[src/rtl/csp_pkg.sv]
// Package for the command stream parser.
// Holds the field widths, the data-phase modes, the result kinds, the decoded
// header record and a popcount helper.
package csp_pkg;
    localparam int WORD_W  = 32;
    localparam int CLASS_W = 10;
    localparam int OFF_W   = 22;
    localparam int CNT_W   = 16;
    localparam int MASK_W  = 16;
    localparam int SVAL_W  = 22;
    localparam logic [WORD_W-1:0] PAY_INVALID = '1;

    typedef enum logic [2:0] {
        M_INCR, M_NONINCR, M_MASK, M_GATHER, M_WGATHER, M_WRESTART
    } mode_e;

    typedef enum logic [1:0] {
        D_GATHER = 2'd0, D_WGATHER = 2'd1, D_RESTART = 2'd2, D_WRESTART = 2'd3
    } desc_e;

    typedef enum logic [2:0] {
        S_ACQ = 3'd0, S_REL = 3'd1, S_STREAM = 3'd2, S_APPID = 3'd3, S_EXTBAD = 3'd4
    } side_e;

    typedef struct packed {
        logic [CNT_W-1:0]   count;
        mode_e              mode;
        logic [OFF_W-1:0]   offset;
        logic [MASK_W-1:0]  mask;
        logic               set_class;
        logic [CLASS_W-1:0] cls;
        logic               set_pay;
        logic [15:0]        pay;
        logic               imm;
        logic               restart;
        logic               side;
        side_e              side_kind;
        logic [SVAL_W-1:0]  side_val;
        logic               err;
    } hdr_dec_t;

    // Number of set bits in a mask.
    function automatic logic [CNT_W-1:0] popcnt(input logic [MASK_W-1:0] m);
        logic [CNT_W-1:0] n;
        n = '0;
        for (int i = 0; i < MASK_W; i++) n = n + CNT_W'(m[i]);
        return n;
    endfunction
endpackage

[src/rtl/csp_decode.sv]
// Header decoder: purely combinational.
// Turns one header word, together with the stored payload, into a decoded
// record. The record says how many data words follow, which data mode applies
// and which immediate results the header produces.
// Assumes: the caller presents only words that are in header position.
module csp_decode
    import csp_pkg::*;
(
    input  logic [WORD_W-1:0] hdr,
    input  logic [WORD_W-1:0] payload,
    output hdr_dec_t          dec
);
    logic [CNT_W-1:0] wide_cnt;

    // Length of a wide write: the stored payload, or zero while it is invalid.
    always_comb wide_cnt = (payload == PAY_INVALID) ? '0 : payload[CNT_W-1:0];

    // Field extraction per opcode.
    always_comb begin
        dec           = '0;
        dec.mode      = M_INCR;
        dec.side_kind = S_ACQ;
        unique case (hdr[31:28])
            4'd0: begin
                dec.set_class = 1'b1;
                dec.cls       = hdr[15:6];
                dec.offset    = OFF_W'(hdr[27:16]);
                dec.mask      = MASK_W'(hdr[5:0]);
                dec.mode      = M_MASK;
                dec.count     = popcnt(MASK_W'(hdr[5:0]));
            end
            4'd1, 4'd2: begin
                dec.offset = OFF_W'(hdr[27:16]);
                dec.count  = hdr[15:0];
                dec.mode   = (hdr[31:28] == 4'd1) ? M_INCR : M_NONINCR;
            end
            4'd3: begin
                dec.offset = OFF_W'(hdr[27:16]);
                dec.mask   = hdr[15:0];
                dec.mode   = M_MASK;
                dec.count  = popcnt(hdr[15:0]);
            end
            4'd4: begin
                dec.imm    = 1'b1;
                dec.offset = OFF_W'(hdr[27:16]);
            end
            4'd5: dec.restart = 1'b1;
            4'd6: begin
                dec.mode  = M_GATHER;
                dec.count = CNT_W'(1);
            end
            4'd7: begin
                dec.side      = 1'b1;
                dec.side_kind = S_STREAM;
                dec.side_val  = hdr[21:0];
            end
            4'd8: begin
                dec.side      = 1'b1;
                dec.side_kind = S_APPID;
                dec.side_val  = SVAL_W'(hdr[7:0]);
            end
            4'd9: begin
                dec.set_pay = 1'b1;
                dec.pay     = hdr[15:0];
            end
            4'd10, 4'd11: begin
                dec.offset = hdr[21:0];
                dec.count  = wide_cnt;
                dec.mode   = (hdr[31:28] == 4'd10) ? M_INCR : M_NONINCR;
            end
            4'd12: begin
                dec.mode  = M_WGATHER;
                dec.count = CNT_W'(2);
            end
            4'd13: begin
                dec.mode  = M_WRESTART;
                dec.count = CNT_W'(2);
            end
            4'd14: begin
                dec.side = 1'b1;
                if (hdr[27:24] == 4'd0) begin
                    dec.side_kind = S_ACQ;
                    dec.side_val  = SVAL_W'(hdr[7:0]);
                end else if (hdr[27:24] == 4'd1) begin
                    dec.side_kind = S_REL;
                    dec.side_val  = SVAL_W'(hdr[7:0]);
                end else begin
                    dec.side_kind = S_EXTBAD;
                    dec.side_val  = hdr[21:0];
                end
            end
            default: dec.err = 1'b1;
        endcase
    end
endmodule

[src/rtl/csp_lowbit.sv]
// Lowest-set-bit finder used to walk a write mask in ascending order.
// Gives the isolated lowest bit as a one-hot vector and its index.
// Assumes: an all-zero mask yields index 0 and an empty one-hot vector.
module csp_lowbit #(
    parameter int W = 16,
    localparam int IW = $clog2(W)
) (
    input  logic [W-1:0]  mask,
    output logic [W-1:0]  onehot,
    output logic [IW-1:0] idx
);
    // Isolate the lowest set bit.
    always_comb onehot = mask & (~mask + W'(1));

    // Encode the isolated bit position.
    always_comb begin
        idx = '0;
        for (int i = 0; i < W; i++)
            if (onehot[i]) idx = IW'(i);
    end

    // the chosen position is always a set bit of the mask
    always_comb begin
        if (mask != '0) assert_lowbit_hit_R5: assert (mask[idx] && $onehot(onehot));
    end
endmodule

[src/rtl/cmd_stream_parser.sv]
// Channel command stream parser, top level.
// Accepts one command word per handshake with no stall. It separates headers
// from their data words, issues register writes with the proper offset walk,
// and reports fetch descriptors, sideband events and unknown opcodes.
// Every result is registered and lasts the single cycle after the word that
// caused it. Assumes a synchronous active-low reset.
module cmd_stream_parser
    import csp_pkg::*;
(
    input  logic                clk,
    input  logic                rst_n,
    input  logic                in_valid,
    input  logic [WORD_W-1:0]   in_data,
    output logic                in_ready,
    output logic                wr_valid,
    output logic [CLASS_W-1:0]  wr_class,
    output logic [OFF_W-1:0]    wr_offset,
    output logic [WORD_W-1:0]   wr_data,
    output logic                desc_valid,
    output logic [1:0]          desc_kind,
    output logic [63:0]         desc_addr,
    output logic [13:0]         desc_count,
    output logic [11:0]         desc_offset,
    output logic                desc_insert,
    output logic                desc_type,
    output logic                side_valid,
    output logic [2:0]          side_kind,
    output logic [SVAL_W-1:0]   side_value,
    output logic                err_unknown
);
    localparam int IDX_W = $clog2(MASK_W);

    hdr_dec_t           dec;
    logic               in_data_st;
    logic [CNT_W-1:0]   rem;
    mode_e              mode;
    logic [OFF_W-1:0]   off;
    logic [MASK_W-1:0]  mask;
    logic [CLASS_W-1:0] cls;
    logic [WORD_W-1:0]  payload;
    logic [27:0]        hold_hdr;
    logic [WORD_W-1:0]  lo_word;
    logic [MASK_W-1:0]  low_onehot;
    logic [IDX_W-1:0]   low_idx;

    // The parser never stalls.
    assign in_ready = 1'b1;

    csp_decode u_decode (
        .hdr     (in_data),
        .payload (payload),
        .dec     (dec)
    );

    csp_lowbit #(.W(MASK_W)) u_lowbit (
        .mask   (mask),
        .onehot (low_onehot),
        .idx    (low_idx)
    );

    // Parser state, stored fields and registered results.
    always_ff @(posedge clk) begin
        if (!rst_n) begin
            in_data_st  <= 1'b0;
            rem         <= '0;
            mode        <= M_INCR;
            off         <= '0;
            mask        <= '0;
            cls         <= '0;
            payload     <= PAY_INVALID;
            hold_hdr    <= '0;
            lo_word     <= '0;
            wr_valid    <= 1'b0;
            wr_class    <= '0;
            wr_offset   <= '0;
            wr_data     <= '0;
            desc_valid  <= 1'b0;
            desc_kind   <= '0;
            desc_addr   <= '0;
            desc_count  <= '0;
            desc_offset <= '0;
            desc_insert <= 1'b0;
            desc_type   <= 1'b0;
            side_valid  <= 1'b0;
            side_kind   <= '0;
            side_value  <= '0;
            err_unknown <= 1'b0;
        end else begin
            wr_valid    <= 1'b0;
            desc_valid  <= 1'b0;
            side_valid  <= 1'b0;
            err_unknown <= 1'b0;
            if (in_valid && !in_data_st) begin
                if (dec.set_class) cls <= dec.cls;
                if (dec.set_pay) payload <= WORD_W'(dec.pay);
                off      <= dec.offset;
                mask     <= dec.mask;
                mode     <= dec.mode;
                rem      <= dec.count;
                hold_hdr <= in_data[27:0];
                if (dec.count != '0) in_data_st <= 1'b1;
                if (dec.imm) begin
                    wr_valid  <= 1'b1;
                    wr_class  <= cls;
                    wr_offset <= dec.offset;
                    wr_data   <= WORD_W'(in_data[15:0]);
                end
                if (dec.restart) begin
                    desc_valid  <= 1'b1;
                    desc_kind   <= D_RESTART;
                    desc_addr   <= {32'b0, in_data[27:0], 4'b0};
                    desc_count  <= '0;
                    desc_offset <= '0;
                    desc_insert <= 1'b0;
                    desc_type   <= 1'b0;
                end
                if (dec.side) begin
                    side_valid <= 1'b1;
                    side_kind  <= dec.side_kind;
                    side_value <= dec.side_val;
                end
                err_unknown <= dec.err;
            end else if (in_valid) begin
                rem <= rem - CNT_W'(1);
                if (rem == CNT_W'(1)) in_data_st <= 1'b0;
                unique case (mode)
                    M_INCR, M_NONINCR: begin
                        wr_valid  <= 1'b1;
                        wr_class  <= cls;
                        wr_offset <= off;
                        wr_data   <= in_data;
                        if (mode == M_INCR) off <= off + OFF_W'(1);
                    end
                    M_MASK: begin
                        wr_valid  <= 1'b1;
                        wr_class  <= cls;
                        wr_offset <= off + OFF_W'(low_idx);
                        wr_data   <= in_data;
                        mask      <= mask & ~low_onehot;
                    end
                    M_GATHER: begin
                        desc_valid  <= 1'b1;
                        desc_kind   <= D_GATHER;
                        desc_addr   <= {32'b0, in_data};
                        desc_count  <= hold_hdr[13:0];
                        desc_offset <= hold_hdr[27:16];
                        desc_insert <= hold_hdr[15];
                        desc_type   <= hold_hdr[14];
                    end
                    default: begin
                        if (rem == CNT_W'(2)) begin
                            lo_word <= in_data;
                        end else begin
                            desc_valid  <= 1'b1;
                            desc_kind   <= (mode == M_WGATHER) ? D_WGATHER : D_WRESTART;
                            desc_addr   <= {in_data, lo_word};
                            desc_count  <= (mode == M_WGATHER) ? hold_hdr[13:0] : '0;
                            desc_offset <= '0;
                            desc_insert <= 1'b0;
                            desc_type   <= 1'b0;
                        end
                    end
                endcase
            end
        end
    end

    // one accepted word yields at most one result
    assert_one_result_R12: assert property (@(posedge clk) disable iff (!rst_n)
        $onehot0({wr_valid, desc_valid, side_valid, err_unknown}));

    // a result only follows an accepted word
    assert_result_after_accept_R12: assert property (@(posedge clk) disable iff (!rst_n)
        (wr_valid || desc_valid || side_valid || err_unknown) |-> $past(in_valid));

    // the error pulse comes only from an opcode-15 header
    assert_err_cause_R1: assert property (@(posedge clk) disable iff (!rst_n)
        err_unknown |-> $past(in_valid && !in_data_st && in_data[31:28] == 4'hF));

    // the data phase always has words left to take
    assert_rem_live_R3: assert property (@(posedge clk) disable iff (!rst_n)
        in_data_st |-> (rem != '0));

    // gather descriptors are issued only from the data phase
    assert_gather_from_data_R7: assert property (@(posedge clk) disable iff (!rst_n)
        (desc_valid && (desc_kind == D_GATHER || desc_kind == D_WGATHER)) |-> $past(in_data_st));
endmodule

[config.mk]
export PLATFORM = sky130hd
export DESIGN_NAME = cmd_stream_parser
export DESIGN_NICKNAME = d
export VERILOG_FILES = /design/src/rtl/csp_pkg.sv /design/src/rtl/csp_decode.sv /design/src/rtl/csp_lowbit.sv /design/src/rtl/cmd_stream_parser.sv
export SDC_FILE = /design/constraint.sdc
export NUM_CORES = 1
export LEC_CHECK = 0
export BUFFER_PORTS_ARGS = -buffer_cell sky130_fd_sc_hd__buf_4
export CAP_MARGIN = 20
export CORE_UTILIZATION = 45
export CTS_BUF_LIST = sky130_fd_sc_hd__clkbuf_16
export DETAILED_ROUTE_END_ITERATION = 10
export PLACE_DENSITY = 0.65
export SYNTH_ARGS = -nofsm -noshare
export SYNTH_HDL_FRONTEND = slang
export SYNTH_HIERARCHICAL = 1
export SYNTH_SLANG_ARGS = --single-unit
[constraint.sdc]
create_clock -name clk -period 5.66 [get_ports clk]
set_clock_uncertainty 0.05 [all_clocks]
set_input_delay 0.566 -clock clk [delete_from_list [all_inputs] [get_ports clk]]
set_output_delay 0.566 -clock clk [all_outputs]
set_load 0.01 [all_outputs]
**Word-level counts from Yosys, hierarchy flattened**

Cells that the tools add are included.

- Flip-flop bits (word level): 347
- Output and inout port bits: 188
- Logic and storage cells: 201
- Input bits: 35

- Bitwise operators: 6
- Equal/unequal tests: 27
- Add/subtract/negate cells: 19
- Multiplexer cells: 94
- Reduce and logical (&&, ||, !) cells: 31

Operators by type and width:

| kind | count |
|---|---|
| $mux W64 | 4 |
| $add A16 B1 Y16 | 14 |
| $mux W22 | 7 |
| $pmux W19 S7 | 1 |
| $mux W32 | 4 |
| $pmux W64 S2 | 1 |
| $mux W16 | 6 |
| $pmux W22 S2 | 2 |
| $pmux W26 S3 | 1 |
| $mux W14 | 5 |
| $mux W25 | 2 |
| $mux W12 | 4 |
| $mux W10 | 4 |
| $and A16 B16 Y16 | 2 |
| $eq A32 B32 Y1 const B | 1 |
| $mux W4 | 8 |
| $not A16 Y16 | 2 |
| $pmux W16 S2 | 1 |
| $eq A4 B4 Y1 const B | 7 |
| $pmux W14 S2 | 1 |
| $mux W1 | 25 |
| $pmux W12 S2 | 1 |
| $add A22 B1 Y22 const B | 1 |
| $add A22 B4 Y22 | 1 |
| other kinds (36) | 72 |

**Depth between registers and ports, before layout**

Gate-level depths: netlist of the first run.

- Word-level depth: 22
- Gate-level depth with buffers: 19

**By module**

The synthesis of the first run kept the hierarchy.

Modules (own cells, without submodules):

| module | cells an instance | area each (µm²) | times used |
|---|---|---|---|
| cmd_stream_parser | 1716 | 13929.6 | 1 |
| csp_decode | 232 | 1557.7 | 1 |
| csp_lowbit | 54 | 332.8 | 1 |

**Least setup slack after synthesis of the first run**

OpenSTA, ideal clock, no wires.

- Path kind: input port to flip-flop
- Start point: input in_data[0]
- End point: register in_data_st
- Arrival: 4713 ps
- Required time: 5479 ps
- Setup slack: 766 ps
- Cell stages on the path: 18
- Path buffers: 0
- Path through: fa_1 -> fa_1 -> ha_1 -> inv_1 -> fa_1 -> inv_1 -> ha_1 -> inv_1 -> fa_1 -> inv_1 -> fa_1 -> xor2_1 -> a22o_1 -> a221o_1 -> nor4_1 -> nand4_1 -> a21oi_1 -> nor3_1

RTL lines:

| what | RTL line | RTL |
|---|---|---|
| start, declared | cmd_stream_parser.sv:13 | `input logic [WORD_W-1:0] in_data,` |
| end signal, assigned | cmd_stream_parser.sv:64 | `in_data_st <= 1'b0;` |
| end signal, assigned | cmd_stream_parser.sv:101 | `if (dec.count != '0) in_data_st <= 1'b1;` |
| end signal, assigned | cmd_stream_parser.sv:125 | `if (rem == CNT_W'(1)) in_data_st <= 1'b0;` |
| end, declared | cmd_stream_parser.sv:34 | `logic in_data_st;` |

==> results.cfg, run 1 <==
[run_status]
outcome = finished, final reports clean

[sta]
holdWs_ps = 291
finalCritPeriodShare = 0.847
setup_viol = 0
hold_viol = 0
setup_tns_ps = 0
worst_slew_pin_slew_ps = 1170
min_period_ps = 4800
drv_slew = 0
max_freq_ghz = 0.208
grt_setup_unrepaired = false
max_slew_margin = 0.218

[detailed_routing]
viasPerCell = 5.87
ant_nets = 0
drc_errors = 0
num_vias = 15200
wire_per_inst_um = 20.4
firstDrtPassIters = 5
wl_um = 53100
first_iter_violations = 1345

[placed_design]
post-dp-hpwl_um = 35100
io_buffers = 221
globalplace.congestion = 0.946

[synth]
syn-instance-count = 2002
ys_seq_area_frac = 0.420
synth_edf_count = 0
ys_types = 84
synth_area_um2 = 15800
synthFlopType = dfxtp_1
ys_ff_latch = 332
synth_area_per_cell_um2 = 7.90
synth_fp_nets = 2061
synth_warnings = 6
async_reset_ff_frac = 0

[clock_network]
cts_sinks = 332
clk_root_buffer_cell = clkbuf_16
ctsResizeCount = 0
cts_buffers = 37
cts_setup_buffers = 0
holdBufCountCts = 0
cts_max_path_buffers = 3
cts_max_level = 2
clock_latency_ps = 540
cts_tree = done
clkTransAtPathRegs_ps = 60

[floorplanning]
rows = 68
dieWidth_um = 190
io_pins = 223
die_h_um = 190
initial_core_util = 0.458
core_region_area_um2 = 34500
dieArea_um2 = 35900

[finish]
nFillCells = 3361
layout.nets = 2177
multi_input_area_um2 = 8360
drive_above_1_share = 0.154
syn_to_final_growth_pct = 18.5
regArea_um2 = 6650

[critical_path]
critPathRequiredTime_ps = 6010
endpoint_kind = flip-flop
r2r-start = mask[1]$_SDFFE_PN0P_
r2r_cells = 12
cp_max_fo = 2
r2r_slack_ps = 2040
start_kind = input port
worstPathArrival_ps = 5140
critical_path_class = in2reg
r2r_end = wr_offset[10]$_SDFFE_PN0P_

[worst_hold_path]
hold_path_end = desc_addr[38]$_SDFFE_PN0P_
hold_path.class = in2reg
min_path_cells = 2
min_from = in_data[6]

[grt]
grt_pass1_vias = 13800
grt_max_degree = 110
grt_usage = 0.290
grt_overflow = 0
antenna_found_initial = 4
grt_first_pass_wirelength_um = 81400

[power_and_ir_drop]
power_density_nw_per_um2 = 309
ir_drop_v = 0.000213
power_leakage_nw = 7.38
p_total_mw = 5.79

[flow_run]
drv_cap = 0
[report_power, final]
group	switching, mW	internal, mW
clock	0.990	1.49
combinational	0.542	0.282
sequential	0.0695	2.41
[layout make-up]
cell class,count,share of cell area
repair buffers,239,0.0957
well taps,455,0.0304
multi-input cells,1473,0.446
flip-flops and latches,332,0.355
clock inverters,24,0.0152
clock buffers,38,0.0507
diodes,1,0.000133
inverters,35,0.00727
[how the worst max path moves through the flow]
stage | startpoint | end | depth (start not counted)
floorplan | in_data[0] | in_data_st$_SDFFE_PN0P_ | 18
global placement | in_data[0] | in_data_st$_SDFFE_PN0P_ | 19
detailed placement | in_data[0] | in_data_st$_SDFFE_PN0P_ | 19
CTS | in_data[0] | in_data_st$_SDFFE_PN0P_ | 19
global route | in_data[0] | in_data_st$_SDFFE_PN0P_ | 19
finish | in_data[0] | in_data_st$_SDFFE_PN0P_ | 19
[placed cells by master (no fill, tap or decap), types with 21 or more instances in the layout]
master	n
and3_1	21
inv_1	37
clkbuf_16	38
buf_4	239
a22o_1	50
nor4_1	34
o21ai_0	118
mux2i_1	40
nand4_1	25
nor3_1	35
nor2_1	66
a21oi_1	229
nand2_1	448
nand3_1	113
dfxtp_1	332
and2_1	47
[metal layers]
layer | wire, µm | vias up | share of wire | global-route usage
met5 | 0 | - | 0 | 0
li1 | - | 7258 | - | -
met1 | 24300 | 7288 | 0.46 | 0.425
met2 | 23700 | 612 | 0.45 | 0.446
met3 | 3800 | 85 | 0.072 | 0.0321
met4 | 1260 | 0 | 0.024 | 0.0813
[metrics by stage]
step / cells / setup slack (ps) / instance area [µm²] / util
floorplan: 2002 / 766 / 15800 / -
global placement: 2534 / 378 / 17500 / 0.507
detailed placement: 2534 / 325 / 17500 / 0.507
CTS: 2596 / 896 / 18700 / 0.543
global route: 2596 / 693 / 18700 / 0.543
finish: 2597 / 864 / 18700 / 0.543
[kinds of logic (layout without fill, tap and decap cells)]
group	Yosys count	count (layout)	synth area share
AO/OA/AOI/OAI	497	497	0.191
XOR/XNOR	27	27	0.0154
adder cells (fa/ha/maj)	24	24	0.0242
buffers and inverters	197	336	0.0546
flip-flops	332	332	0.420
multiplexers	44	44	0.0282
other	1	2	0.000237
AND/OR/NAND/NOR	880	880	0.266
[critical path, cell delays in order]
cell and delay (ps):
buf_4 120, fa_1 510, fa_1 500, ha_1 130, inv_1 40, fa_1 490, inv_1 50, ha_1 270
inv_1 50, fa_1 520, inv_1 70, fa_1 460, xor2_1 180, a22o_1 220, a221o_1 290, nor4_1 330
nand4_1 130, a21oi_1 160, nor3_1 60
[state kept, by name, summed over array words and instances, names as in the netlist, 10 cells and up]
name	cells
desc_addr	64
wr_class	10
rem	16
cls	10
hold_hdr	28
wr_offset	22
off	22
wr_data	32
desc_offset	12
lo_word	32
mask	16
payload	17
side_value	22
desc_count	14
[cells in the mapped netlist, drive strengths merged (5+ instances only)]
library cell  count  area [µm²]
nor2             67         259
mux2i            40         400
buf              66         372
nor3b             6        56.3
and3             21         131
inv              35         131
nor4             36         246
xnor2            17         156
a211oi            8        60.1
dfxtp           332        6650
nor2b            17         106
nand4            26         169
o21ai           119         607
or3               6        37.5
clkbuf           96         360
a31oi             5        31.3
o22ai             6        43.8
o32ai            17         149
and2             49         307
a221o             6        60.1
a22o             50         438
o211ai            6        45.0
nand3b            5        37.5
a221oi            6        52.6
ha               13         163
a21oi           231        1160
and4             12         105
nor3             40         238
nand2b           11        68.8
a211o             5        43.8
xor2             10        87.6
or2               5        31.3
fa               11         220
nand2           449        1690
o31ai             5        37.5
nor4b             6        65.1
nand3           113         566
Power figures use the tool's default switching activity.
==> run 2: changes to the inputs <==
- clock period: 5.66 -> 4.61 ns (I/O delays scaled with it)
==> run 2 against run 1 <==
Global-route usage fell by 0.088 points; first-iteration DRC count rose by 10%; utilization barely moved; critical path type unchanged; routed wire length fell by 0.57%.
==> results.cfg, run 2 (synthesis gave the netlist of run 1 again) <==
[run_status]
outcome = finished, final reports clean

[placed_design]
post-dp-hpwl_um = 35000
globalplace.congestion = 0.945
placed_area_um2 = 17700
dpl_worst_slack_ps = -486
placed_cells_incl_taps = 2556
io_buffers = 221

[critical_path]
worstPathArrival_ps = 4830
cp_max_fo = 2
endpoint_kind = flip-flop
start_kind = input port
cp_slowest_cell = fa_1
critPathRequiredTime_ps = 4920
cp_common_cell = fa_1
critical_path_class = in2reg
crit_path_cell_trace = buf_4 > fa_1 > fa_1 > ha_1 > inv_2 > fa_1 > fa_1 > fa_2 > inv_2 > fa_2 > a221o_1 > a21o_1 > nor4_2 > nand4_1 > a21oi_1 > nor3_1
cpPeakStageDelay_ps = 560

[floorplanning]
dieArea_um2 = 35900
io_pins = 223
core_region_area_um2 = 34500
dieWidth_um = 190
initial_core_util = 0.458
die_h_um = 190
rows = 68

[finish]
design_area_um2 = 18800
multi_input_area_um2 = 8370
syn_to_final_growth_pct = 18.5
largest_register_ffs = 64
drive_above_1_share = 0.163
layout.cells.non_filler = 2621
regArea_um2 = 6650
nFillCells = 3340
top_register = desc_addr
most-common-layout-cells = nand2_1, dfxtp_1, buf_4
layout_commonest_cell = nand2_1
layout.nets = 2199
fin_util = 0.543
largestRegisters = desc_addr (64), lo_word (32), wr_data (32)

[clock_network]
cts_tree = done
cts_max_path_buffers = 3
clkTransAtPathRegs_ps = 60
cts_max_level = 2
cts_buffers = 37
cts_sinks = 332
cts_setup_buffers = 0
clk_root_buffer_cell = clkbuf_16
clock_latency_ps = 510

[power_and_ir_drop]
power_density_nw_per_um2 = 359
ir_drop_v = 0.000284
p_total_mw = 6.72
power_leakage_nw = 7.43

[sta]
worst_slack_ps = 97.2
worst_slew_pin_slew_ps = 1070
hold_viol = 0
finalCritPeriodShare = 0.979
max_freq_ghz = 0.222
drv_slew = 0
max_slew_margin = 0.290
setup_viol = 0
grt_setup_unrepaired = true
min_period_ps = 4510

[grt]
antenna_found_initial = 1
grt_pass1_vias = 14000
grt_overflow = 0
grt_first_pass_wirelength_um = 81700
grt_max_degree = 112
grt_usage = 0.289

[worst_hold_path]
hold_path.class = in2reg

[flow_run]
drv_cap = 0

[detailed_routing]
viasPerCell = 5.83
first_iter_violations = 1481
wl_um = 52800
num_vias = 15300
drc_errors = 0
firstDrtPassIters = 5
wire_per_inst_um = 20.1
ant_nets = 0
run 2: final cells by class:
class | instances | area share
Multi-Input combinational cell | 1473 | 0.447
Sequential cell | 332 | 0.354
Timing Repair Buffer | 261 | 0.105
Clock buffer | 37 | 0.0494
Tap cell | 455 | 0.0304
Inverter | 35 | 0.00727
Clock inverter | 27 | 0.00661
Antenna cell | 1 | 0.000133
run 2: repair_timing:
| item | 4_1_cts | 5_1_grt |
|---|---|---|
| endpoints found under the hold margin | 0 | 0 |
| hold buffers | 0 | 0 |
| resized for setup | 0 | 2 |
| endpoints found under the setup margin | 0 | 1 |
run 2: power by group:
part | internal [mW] | total (mW) | switching [mW]
clock | 1.45 | 2.63 | 1.18
combinational | 0.371 | 1.05 | 0.677
sequential | 2.96 | 3.04 | 0.0873
total | 4.78 | 6.72 | 1.94
run 2: critical path, delay by kind of cell:
| family | cells | cell delay, ps |
|---|---|---|
| AND/OR/NAND/NOR | 3 | 440 |
| AO/OA/AOI/OAI | 3 | 650 |
| buffers and inverters | 3 | 240 |
| adder cells (fa/ha/maj) | 7 | 3020 |
run 2: metrics by stage:
stage / TNS [ps] / hold slack (ps)
2_1_floorplan: 0 / 382
3_3_place_gp: -667 / 387
3_5_place_dp: -997 / 394
4_1_cts: 0 / 191
5_1_grt: -26.0 / 210
6_report: 0 / 210
run 2: final timing paths:
| path | depth (start not counted) | end | startpoint | slack (ps) |
|---|---|---|---|---|
| setup / recovery | 16 | in_data_st$_SDFFE_PN0P_ | in_data[0] | 100 |
| hold / removal | 2 | desc_addr[58]$_SDFFE_PN0P_ | in_data[26] | 210 |
| setup reg to reg | 12 | wr_offset[10]$_SDFFE_PN0P_ | mask[1]$_SDFFE_PN0P_ | 1080 |
| hold reg to reg | 2 | lo_word[24]$_SDFFE_PN0P_ | lo_word[24]$_SDFFE_PN0P_ | 400 |
run 2: routing by layer:
layer,GRT usage,wire length (µm),vias up
met2,0.438,23000,616
met3,0.0484,4020,110
li1,-,-,7315
met1,0.407,23700,7238
met5,0,0,-
met4,0.112,2000,0
==> run 3: changes to the inputs <==
- clock period: 4.61 -> 5.1 ns (I/O delays scaled with it)
==> run 3 against run 2 <==
Flip-flop and latch count unchanged; utilization up 0.45 points; sequential share of layout area down 0.29 points; critical path type unchanged.
==> results.cfg, run 3 (synthesis gave the netlist of run 1 again) <==
[run_status]
outcome = finished, final reports clean

[sta]
max_freq_ghz = 0.211
grt_setup_unrepaired = false
setup_viol = 0
worst_slack_ps = 365
setup_tns_ps = 0
hold_viol = 0
min_period_ps = 4730
worst_slew_pin_slew_ps = 1060
drv_slew = 0
finalCritPeriodShare = 0.928
max_slew_margin = 0.294

[clock_network]
cts_setup_buffers = 0
cts_max_level = 2
ctsResizeCount = 0
cts_max_path_buffers = 3
holdBufCountCts = 0
cts_buffers = 38
clock_latency_ps = 540
clk_root_buffer_cell = clkbuf_16
cts_tree = done
clkTransAtPathRegs_ps = 60
cts_sinks = 332

[critical_path]
start_kind = input port
cp_max_fo = 2
worstPathArrival_ps = 5090
endpoint_kind = flip-flop
r2r-start = mask[0]$_SDFFE_PN0P_
critPathRequiredTime_ps = 5450
crit_start = in_data[0]
critical_path_class = in2reg

[grt]
gr-usage-met2 = 0.444
grt_most_used_layer = met2
use_met1 = 0.402
antenna_found_initial = 3
use_met3 = 0.0484
grt_usage = 0.285
grt_first_pass_wirelength_um = 80700
grt_overflow = 0
grt_pass1_vias = 14000
grt_max_degree = 110

[power_and_ir_drop]
power_density_nw_per_um2 = 352
clock_power_share = 0.449
p_sw_frac = 0.273
ir_drop_v = 0.000237
p_comb_frac = 0.137
p_sw_mw = 1.81
intPower_mw = 4.84
seq_power_share = 0.413
power_leakage_nw = 7.45

[placed_design]
post-dp-hpwl_um = 34400
dpl_worst_slack_ps = -177
io_buffers = 221
globalplace.congestion = 0.928

[floorplanning]
rows = 68
initial_core_util = 0.458
io_pins = 223
dieArea_um2 = 35900
core_region_area_um2 = 34500
dieWidth_um = 190
die_h_um = 190

[detailed_routing]
firstDrtPassIters = 6
viasPerCell = 5.85
ant_nets = 0
drc_errors = 0
wire_per_inst_um = 20.1
first_iter_violations = 1614
wl_um = 52200
num_vias = 15200

[finish]
antenna_cells = 0
drive_above_1_share = 0.158
top_register = desc_addr
largest_register_ffs = 64
most-common-layout-cells = nand2_1, dfxtp_1, buf_4
layout.nets = 2179
layout_commonest_cell = nand2_1
largestRegisters = desc_addr (64), lo_word (32), wr_data (32)
syn_to_final_growth_pct = 19.5

[flow_run]
drv_cap = 0

[worst_hold_path]
min_from = in_data[27]
hold_path.class = in2reg
## run 3: worst max-delay path, cell delays in order
cell and delay [ps]:
buf_4 120, fa_1 490, fa_1 490, ha_1 130
inv_1 50, fa_1 500, inv_1 50, ha_1 260
inv_1 50, fa_1 520, inv_1 70, fa_1 450
xor2_1 180, a22o_1 210, a221o_1 270, nor4_1 370
nand4_1 130, a21oi_1 170, nor3_1 60
## run 3: metrics by stage
step,hold slack (ps),std cells,util,power (mW),instance area [µm²]
6_report,248,2603,0.547,6.66,18900
5_1_grt,238,2603,0.547,6.91,18900
4_1_cts,233,2603,0.547,6.68,18900
3_5_place_dp,395,2535,0.508,3.71,17500
3_3_place_gp,387,2534,0.507,3.69,17500
2_1_floorplan,382,2002,-,3.40,15800
## run 3: path summary, 6_finish.rpt
check	depth (start not counted)	to	slack [ps]
max	19	in_data_st$_SDFFE_PN0P_	370
min	2	desc_addr[59]$_SDFFE_PN0P_	250
max reg2reg	12	wr_offset[10]$_SDFFE_PN0P_	1510
min reg2reg	2	lo_word[1]$_SDFFE_PN0P_	400
## run 3: layer usage
| layer | vias to the layer above | routed length [µm] |
|---|---|---|
| li1 | 7242 | - |
| met1 | 7296 | 23500 |
| met2 | 608 | 23400 |
| met3 | 78 | 4080 |
| met4 | 0 | 1260 |
| met5 | - | 0 |
## run 3: layout make-up
cell class / instances / area [µm²]
inverters: 35 / 136
repair buffers: 240 / 1820
flip-flops and latches: 332 / 6650
multi-input cells: 1473 / 8360
well taps: 455 / 569
clock inverters: 29 / 392
fillers: 3298 / 15600
clock buffers: 39 / 976
## run 3: power groups by stage
stage | clock network, mW | logic, mW | registers [mW]
floorplan | 0 | 0.603 | 2.79
global placement | 0 | 0.888 | 2.80
detailed placement | 0 | 0.905 | 2.80
CTS | 3.03 | 0.908 | 2.75
global route | 3.14 | 1.01 | 2.76
finish | 2.99 | 0.915 | 2.75
